==> config.mk <==
export PLATFORM = sky130hd
export DESIGN_NAME = branch_trace_buf
export DESIGN_NICKNAME = d
export VERILOG_FILES = /design/src/rtl/branch_trace_buf.sv
export SDC_FILE = /design/constraint.sdc
export NUM_CORES = 1
export LEC_CHECK = 0
export BUFFER_PORTS_ARGS = -buffer_cell sky130_fd_sc_hd__buf_2
export CAP_MARGIN = 20
export CORE_MARGIN = 5
export CORE_UTILIZATION = 52
export DETAILED_ROUTE_END_ITERATION = 6
export PLACE_DENSITY = 0.87
export REMOVE_ABC_BUFFERS = 1
export SYNTH_ARGS = -nofsm -noshare
export SYNTH_HDL_FRONTEND = slang
export SYNTH_SLANG_ARGS = --single-unit
==> constraint.sdc <==
create_clock -name clk -period 3.85 [get_ports clk]
set_clock_uncertainty 0.2 [all_clocks]
set_input_delay 1.155 -clock clk [delete_from_list [all_inputs] [get_ports clk]]
set_output_delay 1.155 -clock clk [all_outputs]
set_load 0.005 [all_outputs]
==> src/rtl/branch_trace_buf.sv <==
module branch_trace_buf #(
  parameter logic [31:0] BASE_ADDR = 32'h2007_E000,
  parameter int          MAX_MASK  = 9
) (
  input  logic        clk,
  input  logic        rst_n,
  input  logic        commit_valid,
  input  logic [31:0] commit_pc,
  input  logic        commit_wide,
  input  logic        commit_async,
  input  logic        reg_wr,
  input  logic [4:0]  reg_addr,
  input  logic [31:0] reg_wdata,
  output logic [31:0] reg_rdata,
  output logic        mem_we,
  output logic [31:0] mem_addr,
  output logic [63:0] mem_wdata
);
  localparam int OW = MAX_MASK + 4;

  logic [OW-1:0] off_q;
  logic          wrap_q, en_q, halt_q, s_pend_q, have_q, last_wide_q;
  logic [4:0]    mask_q;
  logic [31:0]   last_pc_q;

  wire [4:0]    eff_mask = (mask_q > 5'(MAX_MASK)) ? 5'(MAX_MASK) : mask_q;
  wire [OW:0]   size_b   = (OW+1)'(1) << (eff_mask + 5'd4);
  wire [OW-1:0] size_m   = OW'(size_b - 1'b1);
  wire [31:0]   seq_pc   = last_pc_q + (last_wide_q ? 32'd4 : 32'd2);
  wire          jump     = commit_valid && have_q && (commit_pc != seq_pc);
  wire          cap      = jump && en_q;
  wire [OW-1:0] nxt_off  = (off_q + OW'(8)) & size_m;
  wire          rolled   = (nxt_off == '0);
  wire          wr_pos   = reg_wr && reg_addr[4:2] == 3'd0;
  wire          wr_mst   = reg_wr && reg_addr[4:2] == 3'd1;
  wire          wr_flow  = reg_wr && reg_addr[4:2] == 3'd2;

  always_ff @(posedge clk) begin
    if (!rst_n) begin
      off_q <= '0; wrap_q <= 1'b0; en_q <= 1'b0; halt_q <= 1'b0;
      s_pend_q <= 1'b0; have_q <= 1'b0; last_wide_q <= 1'b0;
      mask_q <= '0; last_pc_q <= '0;
      mem_we <= 1'b0; mem_addr <= '0; mem_wdata <= '0;
    end else begin
      mem_we <= cap;
      if (cap) begin
        mem_addr  <= BASE_ADDR + 32'(off_q & size_m);
        mem_wdata <= {commit_pc[31:1], s_pend_q, last_pc_q[31:1], commit_async};
        s_pend_q  <= 1'b0;
      end
      if (commit_valid) begin
        have_q      <= 1'b1;
        last_pc_q   <= commit_pc;
        last_wide_q <= commit_wide;
      end
      if (wr_pos) begin
        off_q  <= {reg_wdata[OW-1:3], 3'b000};
        wrap_q <= reg_wdata[2];
      end else if (cap) begin
        off_q <= nxt_off;
        if (rolled) wrap_q <= 1'b1;
      end
      if (wr_mst) begin
        en_q   <= reg_wdata[31];
        mask_q <= reg_wdata[4:0];
        if (reg_wdata[31] && !en_q) s_pend_q <= 1'b1;
      end else if (cap && rolled && halt_q) begin
        en_q <= 1'b0;
      end
      if (wr_flow) halt_q <= reg_wdata[0];
    end
  end

  always_comb begin
    case (reg_addr[4:2])
      3'd0:    reg_rdata = 32'({off_q[OW-1:3], wrap_q, 2'b00});
      3'd1:    reg_rdata = {en_q, 26'd0, mask_q};
      3'd2:    reg_rdata = {31'd0, halt_q};
      3'd3:    reg_rdata = BASE_ADDR;
      default: reg_rdata = 32'd0;
    endcase
  end

  assert_rec_aligned_R3: assert property (@(posedge clk) disable iff (!rst_n)
    mem_we |-> (mem_addr[2:0] == 3'd0) && ((mem_addr - BASE_ADDR) < (32'd1 << OW)));

  assert_seq_silent_R2: assert property (@(posedge clk) disable iff (!rst_n)
    commit_valid && have_q && (commit_pc == seq_pc) |=> !mem_we);

  assert_wrap_sticky_R6: assert property (@(posedge clk) disable iff (!rst_n)
    wrap_q && !wr_pos |=> wrap_q);

  assert_off_in_size_R7: assert property (@(posedge clk) disable iff (!rst_n)
    cap && !wr_pos && !wr_mst |=> (off_q & ~size_m) == '0);

  assert_sflag_cleared_R5: assert property (@(posedge clk) disable iff (!rst_n)
    mem_we && !$past(wr_mst) |-> !s_pend_q);
endmodule

=== Word-level counts from Yosys, hierarchy flattened ===
Cells that the tools add are included.

* Register bits: 153
* RAM bits: 0
* ROM bits: 0
* Latch bits: 0
* Output and inout bits: 129
* Memories kept: 0
* Word-level logic and storage cells: 57

* $add $sub $neg: 5
* Bitwise logic cells: 3
* Shift operators: 1
* Multiplexer cells: 13
* Equality and inequality tests: 4
* Divide/modulo/power cells: 0
* Multiply operators: 0
* Magnitude comparators: 1
* Reductions and logical operators: 17

{| class="wikitable"
|+ Operators with widths
! kind !! count
|-
| $pmux 32 s4 || 1
|-
| $add 32x3->32 || 1
|-
| $ne 32x32->1 || 1
|-
| $add 30x13->31 const A || 1
|-
| $and 13x13->13 || 2
|-
| $mux 13 || 2
|-
| $add 13x4->13 const B || 1
|-
| $logic_not 13->1 || 1
|-
| $shl 1x5->13 const A || 1
|-
| $sub 13x1->13 const B || 1
|-
| $logic_and 1x1->1 || 9
|-
| $mux 1 || 8
|-
| $eq 3x2->1 const B || 2
|-
| $reduce_bool 2->1 || 3
|-
| $add 5x3->5 const B || 1
|-
| $gt 5x4->1 const B || 1
|-
| $mux 5 || 1
|-
| $eq 3x1->1 const B || 1
|-
| $logic_not 3->1 || 1
|-
| $mux 3 || 1
|-
| $reduce_and 2->1 || 1
|-
| $reduce_or 2->1 || 1
|-
| $logic_not 1->1 || 1
|-
| $not 1->1 || 1
|}

=== Longest topological paths before layout ===
Gate-level depths: netlist of run 1.

* Word-level depth: 11
* Depth in mapped cells: 14
* Depth with buffers taken out: 12

=== Worst setup path after synthesis of run 1 ===
No wires, ideal clock.

* Path type: input to output
* Start point: input port reg_addr[4]
* End point: output port reg_rdata[10]
* Stages: 3
* Arrival time: 2.017 ns
* Data required time: 2.495 ns
* Path buffers: 1
* Setup slack: 0.478 ns
* Cell sequence: clkbuf_1 nor3_1 and2_1

* Longest elaborated chain between the ends: 2
* Elaborated cells on any way between the ends: 5

{| class="wikitable"
|+ Ends and longest elaborated chain
! what !! RTL line !! RTL
|-
| start: declaration || 12 || <nowiki>input logic [4:0] reg_addr,</nowiki>
|-
| $eq 3x2->1, or another cell as far along || 75 || <nowiki>case (reg_addr[4:2])</nowiki>
|-
| $pmux 32 s4 * || 75 ||
|-
| end: declaration || 14 || <nowiki>output logic [31:0] reg_rdata,</nowiki>
|}

Every way passes the cells marked *; elsewhere a longest branch is shown, timed or not.

=== Final worst setup path of run 1 ===
* Start point: register last_wide_q
* End point: register off_q[5]

* Longest elaborated chain between the ends: 6

{| class="wikitable"
|+ Ends and longest elaborated chain
! what !! RTL line !! RTL
|-
| start: declaration || 22 || <nowiki>logic wrap_q, en_q, halt_q, s_pend_q, have_q, last_wide_q;</nowiki>
|-
| start signal: assignment || 54 || <nowiki>last_wide_q <= commit_wide;</nowiki>
|-
| $mux 3 || 29 || <nowiki>wire [31:0] seq_pc = last_pc_q + (last_wide_q ? 32'd4 : 32'd2);</nowiki>
|-
| $add 32x3->32 || 29 ||
|-
| $ne 32x32->1 || 30 || <nowiki>wire jump = commit_valid && have_q && (commit_pc != seq_pc);</nowiki>
|-
| $logic_and 1x1->1 || 30 ||
|-
| $logic_and 1x1->1 || 31 || <nowiki>wire cap = jump && en_q;</nowiki>
|-
| $reduce_bool 2->1 (no source line) || - ||
|-
| end signal: assignment || 57 || <nowiki>off_q <= {reg_wdata[OW-1:3], 3'b000};</nowiki>
|-
| end signal: assignment || 60 || <nowiki>off_q <= nxt_off;</nowiki>
|-
| end: declaration || 21 || <nowiki>logic [OW-1:0] off_q;</nowiki>
|}

No other way between the ends.
A chain may end at the register's enable or synchronous reset.

==> reports/qor.csv, run 1 <==
stage,metric,value,unit
sta,hold slack final,0.251,ns
place,placer's final routability congestion estimate,0.962,
layout,Fillers,1036,
floorplanning,Die Ht,125,um
drt,Initial DRC Count,464,
yosys,Post-synth EDFFs,0,
critical_path,CP top delay family,simple AND/OR/NAND/NOR gates,
worst_hold_path,hold_sp,mem_addr[6],
floorplanning,Die Span X,125,um
grt,met2 Use GR,0.360,
yosys,Netlist cell types,56,
yosys,sequential area share after synthesis,0.396,
drt,drt pass-1 iters,6,
sta,final period utilization,0.951,
sta,worst-margin pin slew,0.740,ns
sta,final setup margin,0.187,ns
sta,maximum operating frequency,273,MHz
layout,fraction of layout cells with a size suffix above 1,0.246,
sta,clock period minus worst slack,3.66,ns
flow_run,max_cap viols,0,
yosys,Avg Inst Size Synth,8.93,um^2
grt,largest net degree at the start of global routing,99,
critical_path,crit-path most repeated cell,buf_12,
critical_path,RR Startpoint,last_wide_q,
outcome,outcome,"finished, final reports clean",
yosys,Post-synth ARST share,0,
drt,"antenna viol nets, final",0,
grt,vias in the first global route,5635,
pwr,Lkg Pwr,4.24,nW
sta,Max Slew Vio Count,0,
drt,average wire per standard cell,15.7,um
yosys,Main synth FF type,dfxtp_1,
critical_path,CP Class,reg2reg,
yosys,"Cell Area, Synth",6820,um^2
yosys,most frequent cell after synthesis,dfxtp_1,
clock_network,postcts setup bufs,0,
critical_path,Worst Path Arrival,3.73,ns
place,DP Area,7650,um^2
drt,drt total wl,17200,um
yosys,post-synth top area cell,dfxtp_1,
yosys,number of synthesis warnings,0,
sta,Setup-failing EPs final,0,
critical_path,crit path cell chain,inv_1 -> ha_1 -> fa_2 -> nand3_2 -> buf_4 -> nor4_4 -> a41oi_1 -> nor4_1 -> nand4_1 -> o31ai_4 -> buf_12 -> buf_12 -> mux2i_1 -> a21oi_1,
grt,first-pass GRT wire length,27400,um
floorplanning,I/O pins,204,
grt,GRT overflow,0,
drt,Via-to-Cell Ratio,5.46,
sta,RSZ-0062 raised after global routing,yes,
layout,Final Cell Area,8290,um^2
grt,GR Util met3,0.0768,
grt,Global Route Usage Sum,0.214,
worst_hold_path,Hold WC Path Type,reg2reg,
clock_network,clk root buf,clkbuf_16,
clock_network,clock latency on the worst-skew pair,0.42,ns
critical_path,CP Capture Type,flip-flop,
floorplanning,Core Region,12700,um^2
yosys,Seq cells post-synth,135,
yosys,Cells after Synth,764,
place,HPWL Detailed,12100,um
critical_path,Worst Path Required,3.91,ns
clock_network,CTS clock-pin slew for the worst setup and hold paths,0.06,ns
clock_network,number of buffers created by CTS,17,
grt,GR Util met1,0.245,
critical_path,CP startpoint kind,flip-flop,
critical_path,CP max stage cell,nor4_4,
layout,synth-to-layout area growth,21.5,%
place,Post-Place Setup Slack,-0.0212,ns
critical_path,Crit path buffers/inverters,4,
drt,Via Count,5952,
pwr,maximum vdd ir drop,0.000382,V
pwr,PD cells,410,nW/um^2
critical_path,Worst Path Max Fanout,20,
critical_path,max incr delay on CP,0.40,ns
drt,Remaining DRCs,0,
clock_network,CTS tree,yes,
clock_network,CTS H-Tree Depth,4,
layout,antenna cells,0,
sta,relative max-transition margin,0.506,
floorplanning,row cnt,41,
place,# port buffers,160,
floorplanning,Initial Utilization,0.536,
layout,fin util,0.652,
floorplanning,DIE AREA,15500,um^2
clock_network,CTS max path bufs,2,
grt,gr busiest metal,met2,
yosys,top post-synthesis cells by area,"dfxtp_1 (40%), mux2i_1 (17%), nor2_1 (7.1%)",
yosys,commonest cells in the netlist,"dfxtp_1 (135), nor2_1 (129), mux2i_1 (118)",
layout,# nets final,985,
critical_path,Worst setup startpoint,last_wide_q,
yosys,Synth top area share,0.396,
grt,initial antenna violation count,0,
sta,Fin. Hold Viols,0,
clock_network,clk sinks,135,
==> flip-flops by register name (all words and copies together) (netlist names) <==
name and flops:
en_q 1, halt_q 1, have_q 1, last_pc_q 32
last_wide_q 1, mask_q 5, mem_addr 14, mem_wdata 64
mem_we 1, off_q 13, s_pend_q 1, wrap_q 1
==> cells in the final DEF, fill, tap and decap left out, types with 22 or more instances in the layout <==
cell	count
dfxtp_1	134
mux2i_1	117
xnor2_1	25
conb_1	25
nand3_1	22
a21oi_1	34
xor2_1	24
nor2_1	129
nand2_1	42
buf_2	160
==> through the flow <==
stage,std cells,power (mW),TNS [ns]
after floorplan,709,1.70,-437.15
after global placement,1057,1.82,0
after detailed placement,1057,1.83,-0.0460
after CTS,1089,3.42,0
after global routing,1090,3.54,-0.0104
final,1090,3.40,0
==> layer usage <==
| metal | vias to the layer above | wire, um |
|---|---|---|
| li1 | 2863 | - |
| met4 | 0 | 516 |
| met3 | 50 | 1400 |
| met2 | 246 | 8330 |
| met1 | 2793 | 6900 |
| met5 | - | 0 |
==> worst register-to-register path: cells and delay by family, from the launching register on <==
family,cells,cell delay (ns)
adder cells (fa/ha/maj),2,0.44
multiplexers,1,0.21
flip-flops,1,0.36
buffers and inverters,4,0.61
AO/OA/AOI/OAI,3,0.61
AND/OR/NAND/NOR,4,1.10
==> layout make-up <==
| class | count | area (um^2) | share of cell area |
|---|---|---|---|
| Clock buffer | 20 | 457 | 0.0551 |
| Clock inverter | 12 | 128 | 0.0154 |
| Inverter | 8 | 31.3 | 0.00377 |
| Multi-Input combinational cell | 566 | 3720 | 0.448 |
| Sequential cell | 135 | 2710 | 0.326 |
| Tap cell | 172 | 215 | 0.0260 |
| Timing Repair Buffer | 177 | 1040 | 0.125 |
==> kinds of logic after synthesis <==
kind of cell / count (synthesis) / synth area share
AO/OA/AOI/OAI: 79 / 0.0717
XOR/XNOR: 49 / 0.0629
adder cells (fa/ha/maj): 5 / 0.0103
buffers and inverters: 86 / 0.0768
flip-flops: 135 / 0.396
multiplexers: 120 / 0.176
other: 2 / 0.00110
AND/OR/NAND/NOR: 288 / 0.205
==> report_power, final <==
part           total (mW)  switching, mW  internal [mW]
sequential           1.49         0.0499           1.44
clock                1.59          0.603          0.983
combinational       0.330          0.182          0.148
total                3.40          0.835           2.57
==> worst paths after layout <==
kind / to / slack, ns / cells after the start
setup / recovery: off_q[5] / 0.19 / 14
hold / removal: mem_addr[6] / 0.25 / 2
setup reg to reg: off_q[5] / 0.19 / 14
hold reg to reg: mem_addr[6] / 0.25 / 2
==> what timing repair did <==
action | in CTS | in global routing
setup endpoints to repair | 0 | 88
hold buffers | 0 | 0
gates resized for setup | 0 | 8
Power figures use the tool's default switching activity.
==> inputs of run 2 (changes only) <==
CORE_MARGIN = 2   (was 5)
==> run 2 against run 1 <==
Non-clock buffer count grew 9. Count of clock-buffer cells in the layout down 3. Via count is 0.59% lower. Sequential power hardly changed. Combinational power is 2% higher. Final cell count rose by 0.73%.
==> reports/qor.csv, run 2 (synthesis gave the netlist of run 1 again) <==
stage,metric,value,unit,change
pwr,net switching fraction of the power,0.253,,+0.00773
critical_path,Worst Path Arrival,3.74,ns,about the same
sta,maximum operating frequency,275,MHz,+0.79%
grt,largest net degree at the start of global routing,46,,-54%
place,HPWL Detailed,11700,um,-2.8%
critical_path,max incr delay on CP,0.47,ns,+0.07 ns
pwr,Lkg Pwr,4.28,nW,+1.0%
layout,Largest register FFs,64,,unchanged
layout,most frequent cells in the layout,"buf_2 (160), dfxtp_1 (134), nor2_1 (129)",,
layout,"Most flops, register",mem_wdata,,
layout,top flop regs,"mem_wdata: 64 flops, last_pc_q: 32 flops, mem_addr: 14 flops",,
critical_path,RR Startpoint,last_wide_q,,
grt,GRT overflow,0,,unchanged
drt,"antenna viol nets, final",0,,unchanged
sta,clock period minus worst slack,3.63,ns,-0.0287 ns
grt,vias in the first global route,5564,,-1.3%
critical_path,CP startpoint kind,flip-flop,,
floorplanning,Core Region,12700,um^2,unchanged
place,placer's final routability congestion estimate,0.910,,-5.4%
sta,hold slack final,0.249,ns,-0.00150 ns
critical_path,Crit path depth,14,,unchanged
drt,Via Count,5917,,-0.59%
layout,fraction of layout cells with a size suffix above 1,0.253,,+0.00651
critical_path,R2R cell count,14,,unchanged
critical_path,CP top delay family,simple AND/OR/NAND/NOR gates,,
pwr,maximum vdd ir drop,0.000329,V,-14%
grt,first-pass GRT wire length,26700,um,-2.7%
drt,Remaining DRCs,0,,unchanged
sta,Fin. Hold Viols,0,,unchanged
worst_hold_path,Hold WC Path Type,reg2reg,,
sta,worst-margin pin slew,0.725,ns,-0.0150 ns
drt,Initial DRC Count,404,,-13%
critical_path,CP Capture Type,flip-flop,,
pwr,PD cells,407,nW/um^2,-0.81%
critical_path,Worst setup startpoint,last_wide_q,,
critical_path,CP max stage cell,or4b_1,,
critical_path,Worst Path Max Fanout,12,,-40%
critical_path,Worst Path Required,3.96,ns,+0.05 ns
drt,drt total wl,16500,um,-3.6%
floorplanning,row cnt,41,,unchanged
pwr,internal cell power,2.54,mW,-0.86%
layout,# nets final,994,,+0.91%
critical_path,worst flop-to-flop path endpoint,mem_wdata[39],,
place,# port buffers,160,,unchanged
pwr,sequential power share,0.436,,about the same
drt,drt pass-1 iters,5,,-1
pwr,Clk pwr share,0.465,,about the same
critical_path,crit path cell chain,inv_1 -> ha_1 -> fa_2 -> nand3_2 -> nor3_1 -> and3_1 -> or4b_1 -> o211ai_1 -> nand4_1 -> o31ai_4 -> buf_4 -> buf_12 -> mux2i_1 -> nor2_1,,
clock_network,clock latency on the worst-skew pair,0.42,ns,about the same
sta,setup total negative slack,0,ns,unchanged
critical_path,worst setup path end,mem_wdata[39],,
sta,Setup-failing EPs final,0,,unchanged
outcome,outcome,"finished, final reports clean",,
sta,relative max-transition margin,0.516,,+0.0100
flow_run,max_cap viols,0,,unchanged
floorplanning,Die Span X,119,um,-4.8%
pwr,Switching Power,0.863,mW,+3.3%
layout,"commonest non-fill, non-tap cell in the layout",buf_2,,
clock_network,CTS H-Tree Depth,4,,unchanged
floorplanning,Initial Utilization,0.536,,unchanged
drt,average wire per standard cell,15.1,um,-4.3%
clock_network,clk sinks,135,,unchanged
critical_path,Crit path buffers/inverters,3,,-1
layout,antenna cells,0,,unchanged
pwr,total power,3.41,mW,+0.17%
critical_path,R2R setup slack,0.22,ns,+0.03 ns
grt,Global Route Usage Sum,0.233,,+0.0188
critical_path,CP Class,reg2reg,,
floorplanning,I/O pins,204,,unchanged
floorplanning,Die Ht,119,um,-4.8%
layout,Fillers,1008,,-2.7%
clock_network,number of buffers created by CTS,17,,unchanged
drt,Via-to-Cell Ratio,5.39,,-1.3%
sta,Max Slew Vio Count,0,,unchanged
layout,synth-to-layout area growth,22.7,%,
pwr,Logic pwr share,0.099,,+0.002
sta,final period utilization,0.944,,-0.00746
floorplanning,DIE AREA,14100,um^2,-9.4%
clock_network,CTS clock-pin slew for the worst setup and hold paths,0.06,ns,about the same
clock_network,CTS tree,yes,,
grt,initial antenna violation count,0,,unchanged
clock_network,clk root buf,clkbuf_16,,
clock_network,CTS max path bufs,2,,unchanged
-- run 2: cell count changes in the layout (fill, tap and decap cells not counted), moves of 2 or more --
cell,previous run,this run
clkbuf_8,2,0
clkinv_2,5,3
inv_6,0,2
buf_12,7,10
nor4_2,0,2
buf_4,8,15
clkinv_4,2,5
-- run 2: stage by stage --
stage          utilization  area, um^2  worst slack (ns)  std cells
4_1_cts              0.653        8300            0.0190       1093
3_3_place_gp         0.607        7720            0.0948       1062
5_1_grt              0.658        8370           -0.0261       1098
2_1_floorplan            -        6410             -4.90        709
6_report             0.658        8370             0.216       1098
3_5_place_dp         0.607        7720            0.0657       1062
-- run 2: repair_timing --
action,4_1_cts,5_1_grt
gates resized for setup,0,4
buffers inserted,0,4
hold buffers,0,0
setup endpoints to repair,0,86
-- run 2: worst min-delay path by stage --
stage | startpoint | endpoint | slack [ns] | cells past startpoint
final | mem_addr[7] | mem_addr[7] | 0.25 | 2
after global routing | mem_addr[7] | mem_addr[7] | 0.26 | 2
after CTS | mem_addr[7] | mem_addr[7] | 0.25 | 2
after detailed placement | mem_addr[7] | mem_addr[7] | 0.24 | 2
after global placement | mem_addr[7] | mem_addr[7] | 0.24 | 2
after floorplan | have_q | have_q | 0.23 | 2
-- run 2: power by group through the flow --
stage	clock network, mW	logic [mW]	registers [mW]
floorplan	0	0.203	1.50
global placement	0	0.316	1.51
detailed placement	0	0.325	1.51
CTS	1.61	0.329	1.48
global route	1.67	0.370	1.49
finish	1.58	0.338	1.49
-- run 2: final cells by class --
cell class	instances	area [um^2]	share of cell area
Timing Repair Buffer	186	1140	0.136
Clock inverter	14	154	0.0184
Tap cell	172	215	0.0257
Clock buffer	17	425	0.0508
Inverter	8	31.3	0.00374
Multi-Input combinational cell	566	3700	0.442
Sequential cell	135	2700	0.323
-- run 2: worst reg2reg max path, stage by stage, from the launching register on --
cell      delay (ns)
dfxtp_2         0.38
inv_1           0.06
ha_1            0.23
fa_2            0.39
nand3_2         0.15
nor3_1          0.10
and3_1          0.16
or4b_1          0.47
o211ai_1        0.20
nand4_1         0.17
o31ai_4         0.33
buf_4           0.23
buf_12          0.16
mux2i_1         0.22
nor2_1          0.06
-- run 2: metal layers --
metal | part of all wire | vias up | routed length, um | global-route usage
li1 | - | 2885 | - | -
met1 | 0.43 | 2741 | 7120 | 0.283
met2 | 0.48 | 249 | 7890 | 0.386
met3 | 0.065 | 42 | 1070 | 0.0555
met4 | 0.028 | 0 | 455 | 0.110
met5 | 0 | - | 0 | 0
==> inputs of run 3 (changes only) <==
ABC_AREA = 1   (was not set)
CORE_UTILIZATION = 53   (was 52)
PLACE_DENSITY = 0.88   (was 0.87)
==> run 3 against run 2 <==
Wire length increased by 11%. First-iteration DRC count increased by 61%. Via count increased by 20%. Cell area increased by 3.0%. Sequential power about the same. Combinational power decreased by 5%.
==> reports/qor.csv, run 3 <==
stage,metric,value,unit,change
clock_network,clk root buf,clkbuf_16,,
yosys,commonest cells in the netlist,"nor2_1 (196), nand2_1 (182), dfxtp_1 (135)",,
yosys,"Cell Area, Synth",7360,um^2,+7.9%
sta,Max Slew Vio Count,0,,unchanged
critical_path,Worst Path Required,2.49,ns,-1.47 ns
pwr,PD cells,398,nW/um^2,-2.2%
grt,initial antenna violation count,1,,+1
sta,RSZ-0062 raised after global routing,no,,
sta,worst-margin pin slew,0.697,ns,-0.0282 ns
yosys,Cells after Synth,1066,,+40%
layout,# nets final,1279,,+29%
drt,Remaining DRCs,0,,unchanged
critical_path,Crit path buffers/inverters,2,,-1
critical_path,CP startpoint kind,input port,,
layout,"Most flops, register",mem_wdata,,
yosys,sequential area share after synthesis,0.367,,-0.0289
worst_hold_path,Hold WC Path Type,reg2reg,,
sta,setup total negative slack,0,ns,unchanged
layout,synth-to-layout area growth,17.2,%,
critical_path,Worst Path Max Fanout,12,,unchanged
layout,Largest register FFs,64,,unchanged
floorplanning,Die Span X,122,um,+2.8%
drt,Via Count,7110,,+20%
yosys,Avg Inst Size Synth,6.90,um^2,-23%
drt,drt total wl,18400,um,+11%
floorplanning,Core Region,13700,um^2,+7.8%
grt,GRT overflow,0,,unchanged
critical_path,CP top delay family,simple AND/OR/NAND/NOR gates,,
pwr,Lkg Pwr,4.04,nW,-5.7%
layout,"commonest non-fill, non-tap cell in the layout",nor2_1,,
clock_network,CTS tree,yes,,
layout,fin util,0.629,,-0.0292
clock_network,CTS H-Tree Depth,4,,unchanged
sta,Setup-failing EPs final,0,,unchanged
grt,first-pass GRT wire length,29600,um,+11%
place,# port buffers,160,,unchanged
yosys,Synth top area share,0.367,,-0.0289
grt,largest net degree at the start of global routing,90,,+96%
place,placer's final routability congestion estimate,0.896,,-1.5%
critical_path,crit-path most repeated cell,buf_2,,
sta,hold slack final,0.243,ns,-0.00648 ns
clock_network,clk sinks,135,,unchanged
floorplanning,Die Ht,122,um,+2.8%
drt,"antenna viol nets, final",0,,unchanged
critical_path,Worst Path Arrival,2.18,ns,-1.56 ns
critical_path,max incr delay on CP,0.30,ns,-0.17 ns
yosys,Post-synth EDFFs,0,,unchanged
yosys,Netlist cell types,40,,-29%
grt,Global Route Usage Sum,0.250,,+0.0175
pwr,maximum vdd ir drop,0.000267,V,-19%
yosys,post-synth top area cell,dfxtp_1,,
yosys,Main synth FF type,dfxtp_1,,
yosys,top post-synthesis cells by area,"dfxtp_1 (37%), nor2_1 (10%), nand2_1 (9.3%)",,
sta,final period utilization,0.919,,-0.0252
drt,drt pass-1 iters,5,,unchanged
critical_path,CP max stage cell,nand2_1,,
clock_network,CTS Hold Bufs,0,,unchanged
drt,Initial DRC Count,651,,+61%
clock_network,number of buffers created by CTS,17,,unchanged
yosys,number of synthesis warnings,0,,unchanged
outcome,outcome,"finished, final reports clean",,
yosys,most frequent cell after synthesis,nor2_1,,
floorplanning,I/O pins,204,,unchanged
pwr,total power,3.43,mW,+0.78%
sta,Fin. Hold Viols,0,,unchanged
layout,most frequent cells in the layout,"nor2_1 (196), nand2_1 (182), buf_2 (159)",,
layout,area occupied by multi-input gates,3860,um^2,+4.3%
floorplanning,Initial Utilization,0.536,,about the same
clock_network,CTS clock-pin slew for the worst setup and hold paths,0.06,ns,about the same
yosys,Post-synth ARST share,0,,unchanged
sta,clock period minus worst slack,3.54,ns,-0.0971 ns
critical_path,crit path cell chain,buf_2 -> nor2_1 -> nand2_1 -> o22ai_1 -> buf_2,,
critical_path,CP Capture Type,output port,,
floorplanning,row cnt,43,,+4.9%
yosys,Seq cells post-synth,135,,unchanged
sta,maximum operating frequency,283,MHz,+2.7%
layout,FF/Latch Area,2700,um^2,about the same
sta,relative max-transition margin,0.535,,+0.0194
critical_path,CP Class,in2out,,
clock_network,clock latency on the worst-skew pair,0.43,ns,about the same
clock_network,postcts setup bufs,0,,unchanged
clock_network,CTS max path bufs,2,,unchanged
place,HPWL Detailed,12600,um,+7.8%
drt,average wire per standard cell,13.2,um,-12%
floorplanning,DIE AREA,14800,um^2,+5.6%
layout,fraction of layout cells with a size suffix above 1,0.239,,-0.0134
drt,Via-to-Cell Ratio,5.10,,-5.3%
layout,top flop regs,"mem_wdata: 64 flops, last_pc_q: 32 flops, mem_addr: 14 flops",,
clock_network,number of gates resized after cts,0,,unchanged
flow_run,max_cap viols,0,,unchanged
layout,Fillers,1266,,+26%
grt,vias in the first global route,6397,,+15%
==> run 3: logic make-up (layout without fill, tap and decap cells) <==
| group | after synthesis | count (layout) | synth area share |
|---|---|---|---|
| AND/OR/NAND/NOR | 565 | 565 | 0.353 |
| buffers and inverters | 169 | 292 | 0.119 |
| flip-flops | 135 | 135 | 0.367 |
| AO/OA/AOI/OAI | 156 | 156 | 0.109 |
| adder cells (fa/ha/maj) | 5 | 5 | 0.00952 |
| XOR/XNOR | 34 | 34 | 0.0405 |
| other | 2 | 26 | 0.00102 |
==> run 3: stage by stage <==
stage | instances | cell area, um^2 | setup WS [ns]
after floorplan | 1012 | 6920 | -0.190
after global placement | 1359 | 8010 | 0.246
after detailed placement | 1359 | 8010 | 0.202
after CTS | 1391 | 8610 | 0.232
after global routing | 1393 | 8630 | 0.0989
final | 1393 | 8630 | 0.313
==> run 3: where the power goes <==
group / internal (mW) / leakage (nW) / switching, mW
Clock: 1.03 / 0.283 / 0.609
Sequential: 1.43 / 1.10 / 0.0441
Combinational: 0.120 / 2.66 / 0.202
==> run 3: layout make-up <==
class / count / area share
inverter: 92 / 0.0403
multi-input combinational: 785 / 0.448
clock inverter: 14 / 0.0183
antenna: 1 / 0.000290
sequential: 135 / 0.313
tap: 180 / 0.0261
clock buffer: 18 / 0.0509
timing repair buffer: 168 / 0.103
==> run 3: final timing paths <==
path / startpoint / end / slack (ns) / depth (start not counted)
setup / recovery: reg_addr[4] / reg_rdata[3] / 0.31 / 5
hold reg to reg: off_q[0] / off_q[0] / 0.24 / 2
hold / removal: off_q[0] / off_q[0] / 0.24 / 2
setup reg to reg: last_wide_q / off_q[3] / 0.39 / 20
==> run 3: layer usage <==
metal / up-vias / track usage / wire length [um]
met1: 3223 / 0.298 / 7870
met4: 0 / 0.0869 / 318
met5: - / 0 / 0
met3: 33 / 0.0604 / 1390
met2: 258 / 0.439 / 8810
li1: 3596 / - / -
==> run 3: tightest hold or removal path, delay by kind of cell (launching register included) <==
kind | cells | cell delay (ns)
buf+inv | 1 | 0.05
flops | 1 | 0.32
simple gates | 1 | 0.03
